### src/rtl/reasm_pkg.sv
package reasm_pkg;
  typedef enum logic [1:0] {
    MODE_FRAG = 2'd0,
    MODE_CSEQ = 2'd1,
    MODE_SEG  = 2'd2,
    MODE_OFF  = 2'd3
  } mode_e;

  typedef struct packed {
    logic ign;
    logic err;
    logic start;
    logic append;
    logic last;
  } act_t;
endpackage

### src/rtl/reasm_decode.sv
module reasm_decode
  import reasm_pkg::*;
#(
  parameter int DATA_BYTES = 8,
  parameter int LEN_W      = 8,
  localparam int DLC_W     = 4
) (
  input  logic [1:0]       mode_i,
  input  logic [DLC_W-1:0] dlc_i,
  input  logic [7:0]       hdr_i,
  input  logic             active_i,
  input  logic [LEN_W-1:0] len_i,
  input  logic [5:0]       cnt_i,
  input  logic [3:0]       seq_i,
  input  logic             tog_i,
  output act_t             act_o,
  output logic [DLC_W-1:0] ndata_o
);
  localparam logic [LEN_W:0] MAX_LEN = (LEN_W+1)'((1 << LEN_W) - 1);

  logic [DLC_W-1:0] dlc_eff;
  logic             ok, st, lst;
  logic [LEN_W:0]   sum;

  always_comb begin
    dlc_eff = (dlc_i > DLC_W'(DATA_BYTES)) ? DLC_W'(DATA_BYTES) : dlc_i;
    ndata_o = (dlc_eff == '0) ? '0 : dlc_eff - 1'b1;
    ok  = 1'b0;
    st  = 1'b0;
    lst = 1'b0;
    act_o = '0;

    unique case (mode_e'(mode_i))
      MODE_FRAG: begin
        unique case (hdr_i[7:6])
          2'b00: begin
            st  = 1'b1;
            ok  = (hdr_i[5:0] == 6'd0) || (hdr_i[5:0] == 6'h3f);
            lst = (hdr_i[5:0] == 6'h3f);
          end
          2'b01: ok = active_i && (hdr_i[5:0] == 6'(cnt_i + 6'd1));
          2'b10: begin
            ok  = active_i && (hdr_i[5:0] == 6'(cnt_i + 6'd1));
            lst = 1'b1;
          end
          default: ok = 1'b0;
        endcase
      end
      MODE_CSEQ: begin
        lst = (dlc_eff < DLC_W'(DATA_BYTES));
        if (hdr_i[7:4] == 4'b0010) begin
          if (!active_i) begin
            st = 1'b1;
            ok = (hdr_i[3:0] == 4'd1);
          end else begin
            ok = (hdr_i[3:0] == 4'(seq_i + 4'd1));
          end
        end
      end
      MODE_SEG: begin
        lst = hdr_i[0];
        if (!active_i) begin
          st = 1'b1;
          ok = !hdr_i[4];
        end else begin
          ok = (hdr_i[4] != tog_i);
        end
      end
      default: ok = 1'b0;
    endcase

    sum = (st ? '0 : {1'b0, len_i}) + (LEN_W+1)'(ndata_o);

    if (mode_e'(mode_i) == MODE_OFF || dlc_eff == '0) begin
      act_o.ign = 1'b1;
    end else if (!ok || sum > MAX_LEN || (lst && sum == '0)) begin
      act_o.err = 1'b1;
    end else begin
      act_o.start  = st;
      act_o.append = !st;
      act_o.last   = lst;
    end
  end
endmodule

### src/rtl/reasm_ctrl.sv
module reasm_ctrl
  import reasm_pkg::*;
#(
  parameter int DATA_BYTES = 8,
  parameter int LEN_W      = 8,
  localparam int DLC_W     = 4,
  localparam int SEL_W     = $clog2(DATA_BYTES)
) (
  input  logic                      clk_i,
  input  logic                      rst_ni,
  input  logic                      frame_valid_i,
  input  logic [8*DATA_BYTES-1:0]   frame_data_i,
  input  act_t                      act_i,
  input  logic [DLC_W-1:0]          ndata_i,
  output logic                      active_o,
  output logic [LEN_W-1:0]          len_o,
  output logic [5:0]                cnt_o,
  output logic [3:0]                seq_o,
  output logic                      tog_o,
  output logic                      busy_o,
  output logic                      wr_en_o,
  output logic [LEN_W-1:0]          wr_addr_o,
  output logic [7:0]                wr_data_o,
  output logic                      done_o,
  output logic                      err_o
);
  typedef enum logic [1:0] {S_IDLE, S_CLR, S_DATA, S_FIN} state_e;

  state_e                         state_q;
  logic [DATA_BYTES-1:0][7:0]     data_q;
  logic [DLC_W-1:0]               ndata_q, idx_q;
  logic                           last_q;
  logic [SEL_W-1:0]               sel;

  // next state once the frame's data (if any) is stored
  function automatic state_e after_data(logic [DLC_W-1:0] n, logic lst);
    if (n != '0) return S_DATA;
    return lst ? S_FIN : S_IDLE;
  endfunction

  always_ff @(posedge clk_i or negedge rst_ni) begin
    if (!rst_ni) begin
      state_q  <= S_IDLE;
      data_q   <= '0;
      ndata_q  <= '0;
      idx_q    <= '0;
      last_q   <= 1'b0;
      active_o <= 1'b0;
      len_o    <= '0;
      cnt_o    <= '0;
      seq_o    <= '0;
      tog_o    <= 1'b0;
      err_o    <= 1'b0;
    end else begin
      err_o <= 1'b0;
      unique case (state_q)
        S_IDLE: if (frame_valid_i && !act_i.ign) begin
          if (act_i.err) begin
            err_o    <= 1'b1;
            active_o <= 1'b0;
          end else begin
            data_q   <= frame_data_i;
            ndata_q  <= ndata_i;
            idx_q    <= '0;
            last_q   <= act_i.last;
            cnt_o    <= frame_data_i[5:0];
            seq_o    <= frame_data_i[3:0];
            tog_o    <= frame_data_i[4];
            active_o <= 1'b1;
            if (act_i.start) begin
              len_o   <= '0;
              state_q <= S_CLR;
            end else begin
              state_q <= after_data(ndata_i, act_i.last);
            end
          end
        end
        S_CLR: state_q <= after_data(ndata_q, last_q);
        S_DATA: begin
          len_o <= len_o + 1'b1;
          idx_q <= idx_q + 1'b1;
          if (idx_q == ndata_q - 1'b1) state_q <= last_q ? S_FIN : S_IDLE;
        end
        S_FIN: begin
          active_o <= 1'b0;
          state_q  <= S_IDLE;
        end
        default: state_q <= S_IDLE;
      endcase
    end
  end

  assign sel = SEL_W'(idx_q + 1'b1);

  always_comb begin
    wr_en_o   = 1'b0;
    wr_addr_o = '0;
    wr_data_o = '0;
    done_o    = 1'b0;
    unique case (state_q)
      S_CLR:  wr_en_o = 1'b1;
      S_DATA: begin
        wr_en_o   = 1'b1;
        wr_addr_o = len_o + 1'b1;
        wr_data_o = data_q[sel];
      end
      S_FIN: begin
        wr_en_o   = 1'b1;
        wr_data_o = 8'(len_o);
        done_o    = 1'b1;
      end
      default: ;
    endcase
  end

  assign busy_o = (state_q != S_IDLE);
endmodule

### src/rtl/msg_reasm.sv
module msg_reasm
  import reasm_pkg::*;
#(
  parameter int DATA_BYTES = 8,
  parameter int LEN_W      = 8
) (
  input  logic                    clk_i,
  input  logic                    rst_ni,
  input  logic                    frame_valid_i,
  input  logic [1:0]              mode_i,
  input  logic [3:0]              dlc_i,
  input  logic [8*DATA_BYTES-1:0] frame_data_i,
  output logic                    wr_en_o,
  output logic [LEN_W-1:0]        wr_addr_o,
  output logic [7:0]              wr_data_o,
  output logic                    msg_done_o,
  output logic                    msg_err_o
);
  act_t             act;
  logic [3:0]       ndata;
  logic             active;
  logic [LEN_W-1:0] len;
  logic [5:0]       cnt;
  logic [3:0]       seq;
  logic             tog;
  logic             busy;

  reasm_decode #(.DATA_BYTES(DATA_BYTES), .LEN_W(LEN_W)) u_decode (
    .mode_i   (mode_i),
    .dlc_i    (dlc_i),
    .hdr_i    (frame_data_i[7:0]),
    .active_i (active),
    .len_i    (len),
    .cnt_i    (cnt),
    .seq_i    (seq),
    .tog_i    (tog),
    .act_o    (act),
    .ndata_o  (ndata)
  );

  reasm_ctrl #(.DATA_BYTES(DATA_BYTES), .LEN_W(LEN_W)) u_ctrl (
    .clk_i         (clk_i),
    .rst_ni        (rst_ni),
    .frame_valid_i (frame_valid_i),
    .frame_data_i  (frame_data_i),
    .act_i         (act),
    .ndata_i       (ndata),
    .active_o      (active),
    .len_o         (len),
    .cnt_o         (cnt),
    .seq_o         (seq),
    .tog_o         (tog),
    .busy_o        (busy),
    .wr_en_o       (wr_en_o),
    .wr_addr_o     (wr_addr_o),
    .wr_data_o     (wr_data_o),
    .done_o        (msg_done_o),
    .err_o         (msg_err_o)
  );
endmodule

### config.mk
export PLATFORM = sky130hd
export DESIGN_NAME = msg_reasm
export DESIGN_NICKNAME = d
export VERILOG_FILES = /design/src/rtl/reasm_pkg.sv /design/src/rtl/reasm_decode.sv /design/src/rtl/reasm_ctrl.sv /design/src/rtl/msg_reasm.sv
export SDC_FILE = /design/constraint.sdc
export NUM_CORES = 1
export LEC_CHECK = 0
export BUFFER_PORTS_ARGS = -buffer_cell sky130_fd_sc_hd__buf_2
export CELL_PAD_IN_SITES_DETAIL_PLACEMENT = 0
export CELL_PAD_IN_SITES_GLOBAL_PLACEMENT = 2
export CORE_ASPECT_RATIO = 1.75
export CORE_MARGIN = 4
export CORE_UTILIZATION = 33
export DETAILED_ROUTE_END_ITERATION = 8
export GPL_ROUTABILITY_DRIVEN = 0
export GPL_TIMING_DRIVEN = 0
export PLACE_DENSITY_LB_ADDON = 0.1
export SLEW_MARGIN = 20
export SYNTH_ARGS = -nofsm -noshare
export SYNTH_HDL_FRONTEND = slang
export SYNTH_HIERARCHICAL = 1
export SYNTH_SLANG_ARGS = --single-unit
### constraint.sdc
create_clock -name clk_i -period 3.36 [get_ports clk_i]
set_input_delay 0.168 -clock clk_i [delete_from_list [all_inputs] [get_ports clk_i]]
set_output_delay 0.168 -clock clk_i [all_outputs]
set_load 0.02 [all_outputs]
==> Yosys cells after proc, flatten, opt, wreduce, memory -nomap -nowiden <==
Index checks and enable logic that the tools add are counted.
{ "word_totals": {"reg_bits": 96, "in_bits": 73, "out_inout_bits": 19, "word_cells": 132} }
{ "classes": {"addsub": 7, "magnitude_cmp": 4, "n_eq_ne": 19, "mux": 55, "n_bitwise": 1, "reduce_logical": 28} }
{ "op_table": {"columns": ["cell", "count"], "rows": [
  ["2-to-1 mux 8 bit", 6],
  ["case mux 8 bit (2 select lines)", 2],
  ["binary-select mux 8 bit (select 3 bit)", 1],
  ["2-to-1 mux 1 bit", 22],
  ["2-to-1 mux 2 bit", 10],
  ["2-to-1 mux 4 bit", 5],
  ["== test 2 bit, second input constant", 5],
  ["adder 9 x 4 -> 9 bit", 1],
  ["greater-than comparator 9 x 8 -> 1 bit, second input constant", 1],
  ["logical NOT 9 bit", 1],
  ["case mux 1 bit (3 select lines)", 3],
  ["AND reduction 3 bit", 3],
  ["adder 4 x 1 -> 4 bit, second input constant", 2],
  ["adder 8 x 1 -> 8 bit, second input constant", 1],
  ["== test 4 bit", 2],
  ["case mux 2 bit (4 select lines)", 1],
  ["case mux 4 bit (2 select lines)", 1],
  ["nonzero test 4 bit", 2],
  ["subtractor 4 x 1 -> 4 bit, second input constant", 2],
  ["adder 6 x 1 -> 6 bit, second input constant", 1],
  ["== test 2 x 1 -> 1 bit, second input constant", 3],
  ["== test 6 bit", 1],
  ["== test 6 bit, second input constant", 1],
  ["logical NOT 2 bit", 3],
  ["other kinds (21)", 34]
]} }

==> Longest topological paths before layout <==
{ "logic_depth": {"word_depth": 19, "depth_mapped": 17, "ltp_nobuf": 16} }

==> Modules after synthesis <==
Netlist, hierarchy kept.
{ "by_module_without_submodules": {"columns": ["module", "n_inst", "cells_each", "area_each_um2", "seq_area_each_um2"], "rows": [
  ["reasm_ctrl", 1, 311, 4179.0, 2127.0],
  ["reasm_decode", 1, 116, 847.1, 0.0]
]} }

==> Least setup slack after synthesis <==
OpenSTA, ideal clock, no wires.
{ "synth_timing": {"path_kind": "flip-flop to flip-flop", "from": "register u_ctrl.active_o", "to": "register u_ctrl.cnt_o[3]", "setup_time_ns": 0.125, "arrival_ns": 3.584, "required_ns": 3.235, "slack_ns": -0.349, "path_stages_with_launch": 17, "n_path_buf": 2, "synth_period_minus_slack_ns": 3.709, "cell_sequence": "dfrtp_1 o21ai_0 a31oi_1 and2_1 ha_1 a211oi_2 o21bai_1 mux2_4 a2111oi_4 o21ai_1 o2111ai_2 nor2b_4 nor3b_4 nand2_2 buf_6 buf_6 mux2_4"} }
{ "synth_rtl": {"columns": ["item", "line_no", "text"], "rows": [
  ["start: declaration", "reasm_ctrl.sv:15", "output logic active_o,"],
  ["start signal: assignment", "reasm_ctrl.sv:48", "active_o <= 1'b0;"],
  ["start signal: assignment", "reasm_ctrl.sv:60", "active_o <= 1'b0;"],
  ["start signal: assignment", "reasm_ctrl.sv:69", "active_o <= 1'b1;"],
  ["end signal: assignment", "reasm_ctrl.sv:66", "cnt_o <= frame_data_i[5:0];"],
  ["end: declaration", "reasm_ctrl.sv:17", "output logic [5:0] cnt_o,"]
]} }

==> impl_metrics.tcl <==
set metrics [dict create \
    tritoncts "built" \
    seq_pwr_share 0.298 \
    timing.clock.skew_ns 0.0122 \
    drc 0 \
    power_frac_clock 0.161 \
    slowest_delay_ns 0.43 \
    min_period_over_period 1.04 \
    netlist_area_sq_mm 0.00502 \
    core_region_area_sq_mm 0.0149 \
    min_delay_path_depth 2 \
    placed_area_sq_mm 0.00580 \
    post-dp-hpwl_um 10500 \
    cts_max_level 3 \
    globalRouteOverflowTotal 0 \
    synth-warning-count 6 \
    area_growth_pct 33.0 \
    design.final.nets 633 \
    top_signal_layer_used "met4" \
    total_number_of_clock_tree_sinks 85 \
    total_power_after_layout_uw 6280 \
    layout-drive-gt1-share 0.478 \
    port_buffers 90 \
    cp_cell_sequence "o21ai_4 > a31oi_4 > and2_4 > ha_4 > fa_2 > xor2_1 > or3_4 > a2111oi_4 > o21ai_2 > o2111ai_2 > nor2b_4 > nor3b_4 > nand2_4 > buf_12 > clkbuf_16 > mux2_2" \
    antenna-diode-count 0 \
    postLayoutSetupSlackWorst_ns -0.118 \
    die_width_um 101 \
    clkLatencyLatePin_ns 0.34 \
    p_int_uw 3850 \
    critical_path_maximum_fanout 6 \
    gr_util_all_layers 0.171 \
    grt_start_max_net_pins 57 \
    cts-buffers-inserted 9 \
    syn-mean-instance-area_sq_um 11.8 \
    dieArea_sq_mm 0.0173 \
    outcome "finished, violations left" \
    timing_max_transition_violations_final 0 \
    tns_ns -4.31 \
    detail_route.wl_per_cell_um 19.5 \
    grt_setup_unrepaired "true" \
    wl_met3_um 475 \
    firstDrtPassIters 4 \
    route.final.wire_length_um 14400 \
    first_global_vias 4082 \
    routedLengthMet1_um 5590 \
    critical_path_source_type "register" \
    hold_slack_ns 0.0522 \
    switching_fraction_of_total_power 0.386 \
    avgViaCountPerCell 5.11 \
    effective_utilization_at_floorplan 0.336 \
    crit_required_ns 3.58 \
    drt_iter0_drc 137 \
    hold_violations 0 \
    finalWorstPathRequiredPeriod_ns 3.48 \
    clock_tree.root_cell "sky130_fd_sc_hd__clkbuf_16" \
    wl_met2_um 7920 \
    critical_path_class "reg -> reg" \
    combPwrFrac 0.540 \
    antenna_found_initial 0 \
    timing.critical_path.arrival_ns 3.70 \
    clk_pin_slew_worst_paths_ns 0.07 \
    leakagePower_uw 0.00327 \
    fin_area_sq_mm 0.00668 \
    fp-row-count 59 \
    max_slew_margin 0.419 \
    ant_nets 0 \
    clockBufferDepth 2 \
    die-height_um 171 \
    worst_hold_path_type "in -> reg" \
    routed-via-count 3757 \
    finalSetupViolations 68 \
    filler_cell_count 1457 \
    achievable-frequency_mhz 287 \
    vdd_drop_max_v 0.000519 \
    end_kind "register" \
    critical-path-slowest-cell "sky130_fd_sc_hd__dfrtp_2" \
    reg2reg_depth 16 \
    slew_of_the_pin_with_the_lowest_slew_margin_ns 0.861 \
    violations "setup timing" \
    grt_pass1_wl_um 22500 \
    net-switching-power_uw 2420 \
    io_pins 92 \
    cap_violations 0 \
    power_per_cell_area_mw_per_mm2 941 \
    synth_cells 425 \
]
[path summary, 6_finish.rpt]
check / slack, ns / start / endpoint
max: -0.12 / u_ctrl/active_o / u_ctrl/data_q[39]
min: 0.05 / frame_data_i[44] / u_ctrl/data_q[44]
max reg2reg: -0.12 / u_ctrl/active_o / u_ctrl/data_q[39]
min reg2reg: 0.50 / u_ctrl/data_q[40] / u_ctrl/data_q[40]
max in group asynchronous: 2.39 / rst_ni / u_ctrl/active_o
min in group asynchronous: 0.30 / rst_ni / u_ctrl/data_q[45]
[placed cells by master, fill, tap and decap left out, types with 3 or more instances in the layout]
cell type	n
sky130_fd_sc_hd__buf_2	95
sky130_fd_sc_hd__dfrtp_1	84
sky130_fd_sc_hd__mux2_4	57
sky130_fd_sc_hd__nand2_1	27
sky130_fd_sc_hd__buf_4	23
sky130_fd_sc_hd__nor2_1	18
sky130_fd_sc_hd__mux4_2	16
sky130_fd_sc_hd__inv_1	15
sky130_fd_sc_hd__o21ai_0	13
sky130_fd_sc_hd__xor2_1	13
sky130_fd_sc_hd__mux2_2	13
sky130_fd_sc_hd__clkbuf_16	11
sky130_fd_sc_hd__xnor2_1	11
sky130_fd_sc_hd__nand3_1	10
sky130_fd_sc_hd__nor3_1	9
sky130_fd_sc_hd__a21o_1	9
sky130_fd_sc_hd__ha_1	9
sky130_fd_sc_hd__a22oi_1	8
sky130_fd_sc_hd__a21oi_1	7
sky130_fd_sc_hd__buf_12	7
sky130_fd_sc_hd__nand2b_1	6
sky130_fd_sc_hd__clkbuf_1	4
sky130_fd_sc_hd__o21bai_1	4
sky130_fd_sc_hd__clkinvlp_4	3
sky130_fd_sc_hd__buf_16	3
sky130_fd_sc_hd__buf_8	3
sky130_fd_sc_hd__nor3b_1	3
sky130_fd_sc_hd__and2_4	3
sky130_fd_sc_hd__nand4_1	3
sky130_fd_sc_hd__ha_4	3
[per-layer routing]
layer  global-route usage  vias up
met2                0.313       84
li1                     -     1784
met5                    0        -
met1                0.199     1873
met3               0.0261       16
met4               0.0625        0
[worst max-delay path, delay by kind of cell, from the launching register on]
kind            cells  cell delay (ns)
xor+xnor            1             0.15
compound gates      5             0.66
buf+inv             2             0.32
flops               1             0.43
mux                 1             0.32
fa+ha+maj           2             0.50
simple gates        5             0.97
[what timing repair did]
action                                  4_1_cts  5_1_grt
pin swaps                                     9       17
setup buffers                                11        3
endpoints found under the hold margin        29        0
endpoints found under the setup margin       81       84
gates cloned                                  2        2
resized for setup                            74       17
hold buffers                                  1        0
[cell type report]
cell class | instances | area [sq um] | share of cell area
clock buffers | 10 | 229 | 0.0343
inverters | 15 | 56.3 | 0.00843
clock inverters | 6 | 72.6 | 0.0109
repair buffers | 110 | 732 | 0.110
well taps | 183 | 229 | 0.0343
flip-flops and latches | 85 | 2130 | 0.319
multi-input cells | 295 | 2940 | 0.441
plain buffers | 31 | 287 | 0.0429
[metrics by stage]
step	util	instances	worst slack, ns
2_1_floorplan	-	426	-0.0242
3_3_place_gp	0.387	699	-0.547
3_5_place_dp	0.389	700	-0.576
4_1_cts	0.437	730	-0.236
5_1_grt	0.448	735	-0.220
6_report	0.448	735	-0.118
[power by group through the flow]
stage | logic, uW | clock network [uW] | registers (uW)
6_report | 3390 | 1010 | 1870
5_1_grt | 3670 | 1080 | 1950
4_1_cts | 3360 | 1040 | 1870
3_5_place_dp | 3100 | 0 | 1890
3_3_place_gp | 3060 | 0 | 1870
2_1_floorplan | 2290 | 0 | 1740
[flip-flops by register name (all words and copies together), names as in the netlist]
signal	count
u_ctrl/last_q	1
u_ctrl/len_o	8
u_ctrl/idx_q	4
u_ctrl/ndata_q	4
u_ctrl/err_o	1
u_ctrl/state_q	2
u_ctrl/cnt_o	5
u_ctrl/active_o	1
u_ctrl/data_q	59
Power figures use the tool's default switching activity.
